### src/rtl/vc_pkg.sv
package vc_pkg;

  typedef enum logic [1:0] {
    VC_IDLE   = 2'd0,
    VC_INSERT = 2'd1,
    VC_SWAP   = 2'd2,
    VC_DROP   = 2'd3
  } vc_op_e;

  // New age of an untouched occupied slot, given the old age of the touched slot.
  // Fill: younger slots age by one. Drop: older slots close the gap.
  function automatic int unsigned vc_age_step(int unsigned age, int unsigned ref_age, vc_op_e op);
    if (op == VC_IDLE) return age;
    if (op == VC_DROP) return (age > ref_age) ? age - 1 : age;
    return (age < ref_age) ? age + 1 : age;
  endfunction

endpackage

### src/rtl/vc_match.sv
module vc_match #(
  parameter  int ENTRIES = 4,
  parameter  int TAG_W   = 20,
  localparam int IDX_W   = $clog2(ENTRIES)
) (
  input  logic [TAG_W-1:0]   probe,
  input  logic [TAG_W-1:0]   tags [ENTRIES],
  input  logic [ENTRIES-1:0] valid,
  output logic [ENTRIES-1:0] hit_vec,
  output logic               any,
  output logic [IDX_W-1:0]   idx
);

  for (genvar g = 0; g < ENTRIES; g++) begin : g_cmp
    assign hit_vec[g] = valid[g] && (tags[g] == probe);
  end

  assign any = |hit_vec;

  always_comb begin
    idx = '0;
    for (int i = 0; i < ENTRIES; i++)
      if (hit_vec[i]) idx = IDX_W'(i);
  end

endmodule

### src/rtl/vc_age.sv
module vc_age
  import vc_pkg::*;
#(
  parameter  int ENTRIES = 4,
  localparam int IDX_W   = $clog2(ENTRIES),
  localparam int AGE_W   = IDX_W
) (
  input  logic               clk,
  input  logic               rst_n,
  input  vc_op_e             op,
  input  logic [IDX_W-1:0]   slot,
  input  logic [ENTRIES-1:0] valid,
  output logic [IDX_W-1:0]   victim
);

  logic [AGE_W-1:0]   age_q [ENTRIES];
  int unsigned        occ;
  int unsigned        ref_age;
  logic [ENTRIES-1:0] ages_seen;
  logic [ENTRIES-1:0] ages_low;

  always_comb begin
    occ     = $countones(valid);
    ref_age = valid[slot] ? int'(age_q[slot]) : occ;
  end

  always_ff @(posedge clk) begin
    if (!rst_n) begin
      for (int i = 0; i < ENTRIES; i++) age_q[i] <= '0;
    end else if (op != VC_IDLE) begin
      for (int i = 0; i < ENTRIES; i++) begin
        if (IDX_W'(i) == slot)
          age_q[i] <= '0;
        else if (valid[i])
          age_q[i] <= AGE_W'(vc_age_step(int'(age_q[i]), ref_age, op));
      end
    end
  end

  always_comb begin
    victim = '0;
    for (int i = 0; i < ENTRIES; i++)
      if (valid[i] && age_q[i] == AGE_W'(ENTRIES - 1)) victim = IDX_W'(i);
  end

  // Ages of the occupied slots are exactly 0 .. occ-1.
  always_comb begin
    ages_seen = '0;
    for (int i = 0; i < ENTRIES; i++)
      if (valid[i]) ages_seen[age_q[i]] = 1'b1;
    ages_low = ENTRIES'((64'd1 << occ) - 64'd1);
  end

  p_ages_compact_r8: assert property (@(posedge clk) disable iff (!rst_n)
    ages_seen == ages_low);

endmodule

### src/rtl/vc_store.sv
module vc_store
  import vc_pkg::*;
#(
  parameter  int ENTRIES = 4,
  parameter  int TAG_W   = 20,
  parameter  int LINE_W  = 32,
  localparam int IDX_W   = $clog2(ENTRIES)
) (
  input  logic               clk,
  input  logic               rst_n,
  input  vc_op_e             op,
  input  logic [IDX_W-1:0]   slot,
  input  logic [TAG_W-1:0]   w_tag,
  input  logic [LINE_W-1:0]  w_data,
  input  logic               w_dirty,
  output logic [TAG_W-1:0]   tags  [ENTRIES],
  output logic [LINE_W-1:0]  lines [ENTRIES],
  output logic [ENTRIES-1:0] dirty,
  output logic [ENTRIES-1:0] valid
);

  always_ff @(posedge clk) begin
    if (!rst_n) begin
      valid <= '0;
      dirty <= '0;
      for (int i = 0; i < ENTRIES; i++) begin
        tags[i]  <= '0;
        lines[i] <= '0;
      end
    end else begin
      unique case (op)
        VC_INSERT, VC_SWAP: begin
          valid[slot] <= 1'b1;
          dirty[slot] <= w_dirty;
          tags[slot]  <= w_tag;
          lines[slot] <= w_data;
        end
        VC_DROP: begin
          valid[slot] <= 1'b0;
          dirty[slot] <= 1'b0;
        end
        default: ;
      endcase
    end
  end

  p_swap_occupancy_r5: assert property (@(posedge clk) disable iff (!rst_n)
    op == VC_SWAP |=> $countones(valid) == $past($countones(valid)));

  p_drop_frees_r6: assert property (@(posedge clk) disable iff (!rst_n)
    op == VC_DROP |=> $countones(valid) + 1 == $past($countones(valid)));

endmodule

### src/rtl/vcache_top.sv
module vcache_top
  import vc_pkg::*;
#(
  parameter int ENTRIES = 4,
  parameter int TAG_W   = 20,
  parameter int LINE_W  = 32
) (
  input  logic              clk,
  input  logic              rst_n,
  input  logic              lk_req,
  input  logic [TAG_W-1:0]  lk_tag,
  input  logic              ev_req,
  input  logic [TAG_W-1:0]  ev_tag,
  input  logic              ev_dirty,
  input  logic [LINE_W-1:0] ev_data,
  output logic              rt_valid,
  output logic [LINE_W-1:0] rt_data,
  output logic              rt_dirty,
  output logic              mem_fwd,
  output logic              wb_valid,
  output logic [TAG_W-1:0]  wb_tag,
  output logic [LINE_W-1:0] wb_data
);

  localparam int IDX_W = $clog2(ENTRIES);

  logic [TAG_W-1:0]   tag_q  [ENTRIES];
  logic [LINE_W-1:0]  line_q [ENTRIES];
  logic [ENTRIES-1:0] dirty_q;
  logic [ENTRIES-1:0] valid_q;
  logic [ENTRIES-1:0] hit_vec;
  logic               match_any;
  logic [IDX_W-1:0]   hit_idx;
  logic [IDX_W-1:0]   victim_idx;
  logic [IDX_W-1:0]   free_idx;
  logic               free_any;
  logic               lk_hit;
  logic               displace;
  vc_op_e             op;
  logic [IDX_W-1:0]   slot;

  vc_match #(.ENTRIES(ENTRIES), .TAG_W(TAG_W)) u_match (
    .probe(lk_tag), .tags(tag_q), .valid(valid_q),
    .hit_vec(hit_vec), .any(match_any), .idx(hit_idx)
  );

  vc_age #(.ENTRIES(ENTRIES)) u_age (
    .clk(clk), .rst_n(rst_n), .op(op), .slot(slot),
    .valid(valid_q), .victim(victim_idx)
  );

  vc_store #(.ENTRIES(ENTRIES), .TAG_W(TAG_W), .LINE_W(LINE_W)) u_store (
    .clk(clk), .rst_n(rst_n), .op(op), .slot(slot),
    .w_tag(ev_tag), .w_data(ev_data), .w_dirty(ev_dirty),
    .tags(tag_q), .lines(line_q), .dirty(dirty_q), .valid(valid_q)
  );

  // Lowest-numbered empty slot.
  always_comb begin
    free_idx = '0;
    free_any = 1'b0;
    for (int i = ENTRIES - 1; i >= 0; i--)
      if (!valid_q[i]) begin
        free_idx = IDX_W'(i);
        free_any = 1'b1;
      end
  end

  assign lk_hit  = lk_req && match_any;
  assign mem_fwd = lk_req && !match_any;

  always_comb begin
    op   = VC_IDLE;
    slot = '0;
    if (lk_hit) begin
      op   = ev_req ? VC_SWAP : VC_DROP;
      slot = hit_idx;
    end else if (ev_req) begin
      op   = VC_INSERT;
      slot = free_any ? free_idx : victim_idx;
    end
  end

  assign displace = (op == VC_INSERT) && !free_any;

  always_ff @(posedge clk) begin
    if (!rst_n) begin
      rt_valid <= 1'b0;
      rt_data  <= '0;
      rt_dirty <= 1'b0;
      wb_valid <= 1'b0;
      wb_tag   <= '0;
      wb_data  <= '0;
    end else begin
      rt_valid <= lk_hit;
      if (lk_hit) begin
        rt_data  <= line_q[hit_idx];
        rt_dirty <= dirty_q[hit_idx];
      end
      wb_valid <= displace && dirty_q[victim_idx];
      if (displace) begin
        wb_tag  <= tag_q[victim_idx];
        wb_data <= line_q[victim_idx];
      end
    end
  end

  p_miss_no_return_r4: assert property (@(posedge clk) disable iff (!rst_n)
    mem_fwd |=> !rt_valid);

  p_return_after_hit_r3: assert property (@(posedge clk) disable iff (!rst_n)
    rt_valid |-> $past(lk_req) && !$past(mem_fwd));

  p_wb_after_insert_r9: assert property (@(posedge clk) disable iff (!rst_n)
    wb_valid |-> $past(ev_req) && $past(!lk_req || mem_fwd));

endmodule

### config.mk
export PLATFORM = sky130hd
export DESIGN_NAME = vcache_top
export DESIGN_NICKNAME = d
export VERILOG_FILES = /design/src/rtl/vc_pkg.sv /design/src/rtl/vc_match.sv /design/src/rtl/vc_age.sv /design/src/rtl/vc_store.sv /design/src/rtl/vcache_top.sv
export SDC_FILE = /design/constraint.sdc
export NUM_CORES = 1
export LEC_CHECK = 0
export BUFFER_PORTS_ARGS = -buffer_cell sky130_fd_sc_hd__buf_2
export CAP_MARGIN = 30
export CORE_MARGIN = 4
export CORE_UTILIZATION = 35
export CTS_BUF_LIST = sky130_fd_sc_hd__clkbuf_16
export DETAILED_ROUTE_END_ITERATION = 12
export GPL_TIMING_DRIVEN = 0
export HOLD_SLACK_MARGIN = 0.02
export PLACE_DENSITY_LB_ADDON = 0.05
export SYNTH_ARGS = -nofsm -noshare
export SYNTH_HDL_FRONTEND = slang
export SYNTH_HIERARCHICAL = 1
export SYNTH_SLANG_ARGS = --single-unit
### constraint.sdc
create_clock -name clk -period 3.95 [get_ports clk]
set_input_delay 0 -clock clk [delete_from_list [all_inputs] [get_ports clk]]
set_output_delay 0 -clock clk [all_outputs]
set_load 0.1 [all_outputs]
# After elaboration in Yosys (flattened, before gate mapping)
# Memory sizes are Yosys's and may differ from the RTL's.
# Index checks and enable logic that the tools add are counted.
[word_totals]
word_cells = 263
ramBits = 8
reg_bits = 303
latch_bits = 0
mem_bits_ro = 0
output_inout_bits = 88
memories = 1
[memory_table]
columns = ["name", "words", "width", "read_ports", "rd_clocked_by_memory_dff", "write_ports", "line_no", "rtl"]
rows = [
  ["u_age.age_q", 4, 2, 5, 0, 4, "vc_age.sv:16", "logic [AGE_W-1:0] age_q [ENTRIES];"],
]
[op_classes]
n_addsub = 11
n_lt_le_gt_ge = 16
div_mod_pow = 0
shift = 0
n_mul = 0
n_mux = 170
n_eq_ne = 13
bitwise = 15
n_reduce_logical = 21
[ops]
columns = ["op", "count"]
rows = [
  ["$mux 32", 6],
  ["$bmux 32 s2", 2],
  ["$bwmux 128", 1],
  ["$gt 2x32->1", 4],
  ["$lt 2x32->1", 4],
  ["$mux 2", 60],
  ["$mux 1", 87],
  ["$bwmux 80", 1],
  ["$eq 20x20->1", 4],
  ["$demux 32 s2", 1],
  ["$mux 20", 3],
  ["$bmux 20 s2", 1],
  ["$demux 20 s2", 1],
  ["$add 32x32->32", 1],
  ["$pmux 4 s2", 2],
  ["$logic_and 1x1->1", 13],
  ["$eq 2x2->1 const B", 5],
  ["$ge 3x3->1 const B", 3],
  ["$lt 2x3->1 const B", 3],
  ["$not 2->3", 3],
  ["$add 2x1->2 const B", 4],
  ["$and 4x4->4", 2],
  ["$or 1x1->1", 8],
  ["$sub 2x1->2 const B", 4],
  ["16 further kinds", 23],
]

# Logic depth before layout (Yosys ltp)
# Gate-level depths: netlist of the first run.
# An unclocked memory read counts as a cell.
[logic_depth]
depth_word = 25
ltp_mapped = 18
depth_no_buf = 16

# By module
# The synthesis of the first run kept the hierarchy.
[by_module_without_submodules]
columns = ["mod", "seq_area_each_um2", "n_inst", "cells_per_inst", "area_each_um2"]
rows = [
  ["vc_store", 4324.1, 1, 947, 8159.1],
  ["vcache_top", 1741.7, 1, 316, 4854.7],
  ["vc_match", 0.0, 1, 121, 978.4],
  ["vc_age", 240.2, 1, 92, 892.1],
]

# Least setup slack after synthesis of the first run
# Ideal clock, no wire load.
[synth_timing]
kind = "reg-to-reg"
from = "reg u_store/tags[23] in the netlist's numbering"
to = "mem u_age/age_q[2][0] in the netlist's numbering, enable pin"
path_slack_ns = -0.112
stages_incl_launch_ff = 16
setup_ns = 0.298
required_ns = 3.652
n_path_buf = 3
arrival_time_ns = 3.764
synth_period_minus_slack_ns = 4.062
cell_sequence = "dfxtp_1 > xnor2_2 > nand4_1 > nor4_1 > nand4_1 > nand2_1 > clkbuf_1 > buf_2 > nand2_1 > o21ai_0 > buf_6 > mux4_2 > mux2_1 > ha_1 > a2111oi_1 > o31a_1"
[synth_lines]
columns = ["item", "line_no", "rtl"]
rows = [
  ["start, declared", "vc_store.sv:16", "output logic [TAG_W-1:0] tags [ENTRIES],"],
  ["start signal, assigned by index", "vc_store.sv:35", "tags[slot] <= w_tag;"],
  ["end, declared", "vc_age.sv:16", ""],
]

==> results of run 1 <==
## per-stage QoR
stage	hold slack, ns	setup TNS (ns)
final	0.267	0
after floorplan	0.135	0
after detailed placement	0.281	-13.81
after CTS	0.236	-0.210
after global placement	0.278	-19.37
after global routing	0.270	-0.903
## sequential cells by signal, indices dropped and copies added, names as in the netlist, named ones only
signal         flops
u_store/lines    128
u_store/tags      80
u_age/age_q        8
wb_tag            20
rt_valid           1
wb_valid           1
wb_data           32
rt_dirty           1
u_store/dirty      4
rt_data           32
## power by group
part / switching, mW / internal (mW) / total [mW]
clock: 1.37 / 1.87 / 3.24
combinational: 0.381 / 0.321 / 0.703
sequential: 0.0526 / 3.21 / 3.26
total: 1.80 / 5.40 / 7.20
## metal layers
| metal | global-route usage (%) | part of all wire [%] | vias up |
|---|---|---|---|
| met4 | 7.09 | 2.9 | 2 |
| met1 | 29.1 | 45 | 5874 |
| met2 | 36.7 | 47 | 297 |
| met5 | 0 | 0.025 | - |
| met3 | 3.59 | 5.0 | 85 |
| li1 | - | - | 5722 |
## layout make-up
cell class | instances | share of cell area, %
clock buffers | 40 | 5.38
repair buffers | 233 | 8.06
inverters | 17 | 0.343
plain buffers | 116 | 4.46
clock inverters | 23 | 0.652
well taps | 539 | 3.62
flip-flops and latches | 311 | 34.0
multi-input cells | 1026 | 43.4
## worst paths after layout
kind,slack (ns),start,end,cells past startpoint
worst max-delay path,0.005,u_store/tags[9],u_age/age_q[1][1],17
worst min-delay path,0.27,ev_tag[14],u_store/tags[34],4
worst max register to register,0.005,u_store/tags[9],u_age/age_q[1][1],17
worst min register to register,0.46,u_store/lines[51],u_store/lines[51],2
## worst min-delay path: cells and delay by family
family / cells / cell delay (ns)
compound gates: 1 / 0.04
buf+inv: 2 / 0.66
simple gates: 1 / 0.05
## what timing repair did
action,CTS,global route
gates resized for setup,57,34
pin swaps,18,27
endpoints found under the setup margin,157,74
hold buffers,54,0
buffers inserted,18,3
hold endpoints to repair,218,0
==> results.cfg, run 1 <==
[die]
die-area_um2 = 45900
rows = 75
die_x_um = 214
die_h_um = 214
coreArea_um2 = 41900
start_util_pct = 35.5
ios = 165

[grt]
grt_max_degree = 16
grt_pass1_wl_um = 77200
grt_pass1_vias = 11900
overflow = 0
grt_use_total_pct = 21.9
antenna_found_initial = 1

[detailed_routing]
drcViolationCount = 0
drt_first_iter_violations = 691
detail_route.first_pass.iterations = 5
wl_per_cell_um = 22.3
via_per_inst = 5.20
wirelength_um = 51500
dr_total_vias = 12000
ant_nets = 0

[worst_setup_path]
crit_buf_inv = 4
arrival_ns = 4.24
crit_fanout = 4
criticalPathCategory = register to register
critPathRequiredTime_ns = 4.24
crit_family = simple AND/OR/NAND/NOR gates
cp-start-kind = register
cp_slowest_stage_delay_ns = 0.56
worstPathCellList = xnor2_2 -> nand4_1 -> nor4_2 -> nand4_1 -> nand2_2 -> clkbuf_8 -> buf_12 -> nand2_2 -> o21ai_4 -> buf_6 -> mux4_2 -> mux2i_4 -> buf_6 -> ha_4 -> a21oi_4 -> o21a_1 -> o31a_1
slowest_stage = mux4_2
end_kind = register

[clocking]
clock_tree.root_cell = clkbuf_16
cts_tree = done
clkLatencyLatePin_ns = 0.55
cts_inserted_buffers = 37
clockBufferDepth = 3
cts.sinks = 311
ctsHtreeMaxLevel = 2
clk_pin_slew_ns = 0.06

[place]
gp_congestion = 0.902
port_buffers = 158
post_dp_cell_area_um2 = 16300
dp.cells = 2170
dp_slack_ns = -1.30
place_hpwl_um = 36900

[cells_and_area]
n_fill_cell = 4077
fin_cells = 2305
final_common_cell = nand2_1
fin_area_um2 = 18600
drive_above_1_share_pct = 26.5
final_nets = 1834
diodes = 0
regArea_um2 = 6340
multiInputGateArea_um2 = 8080
area_growth_pct = 25.1
utilization_pct = 44.4
layout_common_cells = 423 x nand2_1, 283 x dfxtp_1, 201 x a21boi_1

[timing]
rsz0062_at_grt = yes
fmax_ghz = 0.253
fin_crit_sh_pct = 99.9
setup_viol = 0
fin_ws_ns = 0.00484
drv_slew = 0
clock_skew_ns = 0.0134
hold_viol = 0
tightest_slew_ns = 1.04
period_minus_slack_ns = 3.95
slew_headroom_pct = 30.2

[run]
cap_violations = 0

[power_and_ir_drop]
ir_drop_mv = 0.217
power.leakage_nw = 7.03
pwr_density_cell_nw_per_um2 = 387
p_total_mw = 7.20

[synthesis]
synth_cells = 1473
syn_nets = 1565
synth_area_um2 = 14900
avgSynthCellArea_um2 = 10.1
yosys_warnings = 6

[min_path]
hp-class = input port to register

[run_status]
run_status = finished, final reports clean
Power figures use the tool's default switching activity.
==> run 2: changes to the inputs <==
SKIP_LAST_GASP = 1   (was not set)
clock period = 5 ns   (was 3.95 ns; I/O delays follow)
==> run 2 against run 1 <==
Hold slack about the same. Power decreased by 20%. Sequential share of layout area increased by 0.79 points. Critical path type unchanged.
==> results.cfg, run 2 (synthesis results as in run 1) <==
[place]
port_buffers = 158
post_dp_cell_area_um2 = 16300
gp_congestion = 0.919
place_hpwl_um = 36700
dp_slack_ns = -0.245

[cells_and_area]
largest_register_ff_count = 128
drive_above_1_share_pct = 22.6
fin_area_um2 = 18100
top_regs = u_store/lines: 128 flops, u_store/tags: 80 flops
final_nets = 1816
diodes = 0
n_fill_cell = 4133
area_growth_pct = 21.7
regMostFlops = u_store/lines
layout_common_cells = 426 x nand2_1, 303 x dfxtp_1, 200 x buf_2, 200 x a21boi_1
final_common_cell = nand2_1
utilization_pct = 43.2

[grt]
overflow = 0
grt_use_met1_pct = 29.4
grt_pass1_wl_um = 76800
grt_use_total_pct = 21.8
top_usage_layer = met2
grt_pass1_vias = 12100
use_met3_pct = 3.77
grt_max_degree = 12
antenna_found_initial = 0
grtUsageMet2_pct = 36.3

[timing]
drv_slew = 0
clock_skew_ns = 0.0109
fin_ws_ns = 0.305
setup_viol = 0
tightest_slew_ns = 0.941
period_minus_slack_ns = 4.70
fmax_ghz = 0.213
slew_headroom_pct = 36.9
hold_viol = 0
fin_crit_sh_pct = 93.9
setup_tns_ns = 0
rsz0062_at_grt = no

[clocking]
postCtsSetupRepairBufs = 0
clock_tree.root_cell = clkbuf_16
clk_pin_slew_ns = 0.06
cts_tree = done
clockBufferDepth = 3
cts.sinks = 311
ctsHtreeMaxLevel = 2
cts_inserted_buffers = 39
clkLatencyLatePin_ns = 0.55

[detailed_routing]
via_per_inst = 5.27
drt_first_iter_violations = 778
wirelength_um = 50700
ant_nets = 0
detail_route.first_pass.iterations = 5
wl_per_cell_um = 22.2
drcViolationCount = 0
dr_total_vias = 12100

[min_path]
hp-class = input port to register

[worst_setup_path]
arrival_ns = 4.95
crit_fanout = 10
critPathRequiredTime_ns = 5.25
criticalPathCategory = register to register
cp-start-kind = register
end_kind = register
r2r_slack_ns = 0.30

[die]
rows = 75
start_util_pct = 35.5
ios = 165
coreArea_um2 = 41900
die_h_um = 214
die_x_um = 214
die-area_um2 = 45900

[power_and_ir_drop]
pwr_density_cell_nw_per_um2 = 319
ir_drop_mv = 0.216
power.leakage_nw = 6.84

[run_status]
run_status = finished, final reports clean

[run]
cap_violations = 0
-- run 2: timing repair --
item                                   4_1_cts  5_1_grt
gates resized for setup                      2        7
endpoints found under the hold margin      214        0
pin swaps                                    0        0
cloned                                       0        0
setup endpoints to repair                    8        8
hold buffers                                54        0
-- run 2: stage by stage --
step	cells	total power [mW]	hold slack, ns
global placement	2170	3.10	0.277
global route	2286	5.99	0.272
floorplan	1473	2.90	0.135
CTS	2286	5.85	0.241
finish	2286	5.78	0.267
detailed placement	2170	3.10	0.282
-- run 2: worst paths after layout --
kind	end	depth (start not counted)	start
setup reg to reg	u_age/age_q[2][1]	14	u_store/tags[17]
hold reg to reg	u_store/lines[1]	2	u_store/lines[1]
hold / removal	u_store/dirty[3]	6	ev_req
setup / recovery	u_age/age_q[2][1]	14	u_store/tags[17]
-- run 2: worst max-delay path, stage by stage, from the launching register on --
cell and delay [ns]:
dfxtp_1 0.33, xnor2_1 0.23, nand4_1 0.17, nor4_1 0.38, nand4_1 0.24, nand2_2 0.31
clkbuf_4 0.35, nand2_1 0.09, o21ai_2 0.13, buf_6 0.19, mux4_2 0.61, mux2_1 0.45
ha_1 0.31, a2111oi_1 0.39, o31a_1 0.21
-- run 2: final cells by class --
class,instances,area (µm²),area share [%]
Buffer,117,807,4.46
Timing Repair Buffer,212,1330,7.35
Clock buffer,42,1050,5.81
Sequential cell,311,6310,34.8
Clock inverter,22,146,0.809
Tap cell,539,674,3.73
Multi-Input combinational cell,1026,7720,42.7
Inverter,17,63.8,0.353
-- run 2: metal layers --
metal	wire length (µm)	vias up	part of all wire, %
li1	-	5697	-
met1	23100	5964	45
met2	23800	328	47
met3	2780	64	5.5
met4	1110	0	2.2
met5	0	-	0
-- run 2: power by group --
group          internal [mW]  leakage, nW  total, mW  switching, mW
combinational          0.227         3.69      0.506          0.280
sequential              2.53         2.54       2.57         0.0393
clock                   1.60        0.618       2.70           1.10
==> run 3: changes to the inputs <==
MAX_ROUTING_LAYER = met4   (was not set)
TNS_END_PERCENT = 50   (was not set)
==> run 3 against run 2 <==
Combinational power about the same. Die area is the same. Clock power hardly changed. Critical path depth unchanged. Cell count unchanged. Via count is essentially flat. Hold slack better by 0.0013 ns. Largest cell class unchanged.
==> results.cfg, run 3 (synthesis results as in run 1) <==
[run_status]
run_status = finished, final reports clean

[detailed_routing]
drcViolationCount = 0
wirelength_um = 50800
ant_nets = 0
dr_total_vias = 12100
drt_first_iter_violations = 747
via_per_inst = 5.28
wl_per_cell_um = 22.2
detail_route.first_pass.iterations = 5

[grt]
grt_max_degree = 12
overflow = 0
grt_pass1_vias = 12100
grt_pass1_wl_um = 76900
grt_use_total_pct = 22.5
antenna_found_initial = 0

[clocking]
clockBufferDepth = 3
clock_tree.root_cell = clkbuf_16
clk_pin_slew_ns = 0.06
cts_tree = done
clkLatencyLatePin_ns = 0.55
postCtsSetupRepairBufs = 0
cts.sinks = 311
ctsHtreeMaxLevel = 2
cts_inserted_buffers = 39

[timing]
clock_skew_ns = 0.0123
fin_crit_sh_pct = 94.3
fmax_ghz = 0.212
setup_tns_ns = 0
rsz0062_at_grt = no
setup_viol = 0
tightest_slew_ns = 0.929
drv_slew = 0
period_minus_slack_ns = 4.72
slew_headroom_pct = 37.7
hold_viol = 0

[worst_setup_path]
critPathRequiredTime_ns = 5.26
arrival_ns = 4.97
cp-start-kind = register
criticalPathCategory = register to register
crit_fanout = 10
end_kind = register

[run]
cap_violations = 0

[cells_and_area]
top_regs = u_store/lines: 128 flops, u_store/tags: 80 flops
drive_above_1_share_pct = 22.6
final_nets = 1816
largest_register_ff_count = 128
diodes = 0
final_common_cell = nand2_1
regMostFlops = u_store/lines
layout_common_cells = 426 x nand2_1, 303 x dfxtp_1, 200 x buf_2, 200 x a21boi_1
area_growth_pct = 21.7

[power_and_ir_drop]
pwr_density_cell_nw_per_um2 = 319
ir_drop_mv = 0.217
p_total_mw = 5.78
power.leakage_nw = 6.84

[place]
port_buffers = 158
place_hpwl_um = 36700
gp_congestion = 0.935

[die]
die_x_um = 214
die-area_um2 = 45900
rows = 75
ios = 165
die_h_um = 214
start_util_pct = 35.5
coreArea_um2 = 41900

[min_path]
hp-class = input port to register
-- run 3: routing by layer --
metal | GRT usage (%) | wire [µm] | vias to the layer above
met1 | 29.6 | 23400 | 5976
met3 | 3.49 | 2510 | 69
met5 | - | 0 | -
met4 | 6.05 | 1120 | 0
met2 | 36.3 | 23800 | 309
li1 | - | - | 5708
-- run 3: what timing repair did --
item	4_1_cts	5_1_grt
resized for setup	2	7
hold buffers	54	0
endpoints found under the hold margin	214	0
setup endpoints to repair	8	8
-- run 3: path summary, 6_finish.rpt --
kind         depth (start not counted)  slack [ns]                 to              start
max                                 14        0.28  u_age/age_q[2][1]    u_store/tags[5]
min                                  4        0.27   u_store/tags[14]         ev_tag[14]
max reg2reg                         14        0.28  u_age/age_q[2][1]    u_store/tags[5]
min reg2reg                          2        0.46  u_store/lines[22]  u_store/lines[22]
-- run 3: area by class of cell --
type,instances,area [µm²]
tap,539,674
clock inverter,22,146
multi-input combinational,1026,7720
fill,4133,23800
sequential,311,6310
buffer,117,807
inverter,17,63.8
timing repair buffer,212,1330
clock buffer,42,1050
-- run 3: per-stage QoR --
| stage | setup slack, ns | cells | utilization [%] | hold slack (ns) | area [µm²] |
|---|---|---|---|---|---|
| floorplan | 0.938 | 1473 | - | 0.135 | 14900 |
| global placement | -0.250 | 2170 | 39.0 | 0.277 | 16300 |
| detailed placement | -0.245 | 2170 | 39.0 | 0.282 | 16300 |
| CTS | 0.0570 | 2286 | 43.1 | 0.241 | 18100 |
| global route | 0.0624 | 2286 | 43.2 | 0.272 | 18100 |
| finish | 0.284 | 2286 | 43.2 | 0.268 | 18100 |
-- run 3: report_power, final --
group	switching, mW	total [mW]	leakage (nW)	internal, mW
clock network	1.10	2.70	0.618	1.60
registers	0.0394	2.57	2.54	2.53
logic	0.279	0.506	3.69	0.227
total	1.42	5.78	6.84	4.36
-- run 3: worst max-delay path, stage by stage, from the launching register on --
cell	delay, ns
dfxtp_1	0.33
xnor2_1	0.24
nand4_1	0.16
nor4_1	0.38
nand4_1	0.24
nand2_2	0.31
clkbuf_4	0.35
nand2_1	0.10
o21ai_2	0.14
buf_6	0.19
mux4_2	0.61
mux2_1	0.45
ha_1	0.30
a2111oi_1	0.39
o31a_1	0.21
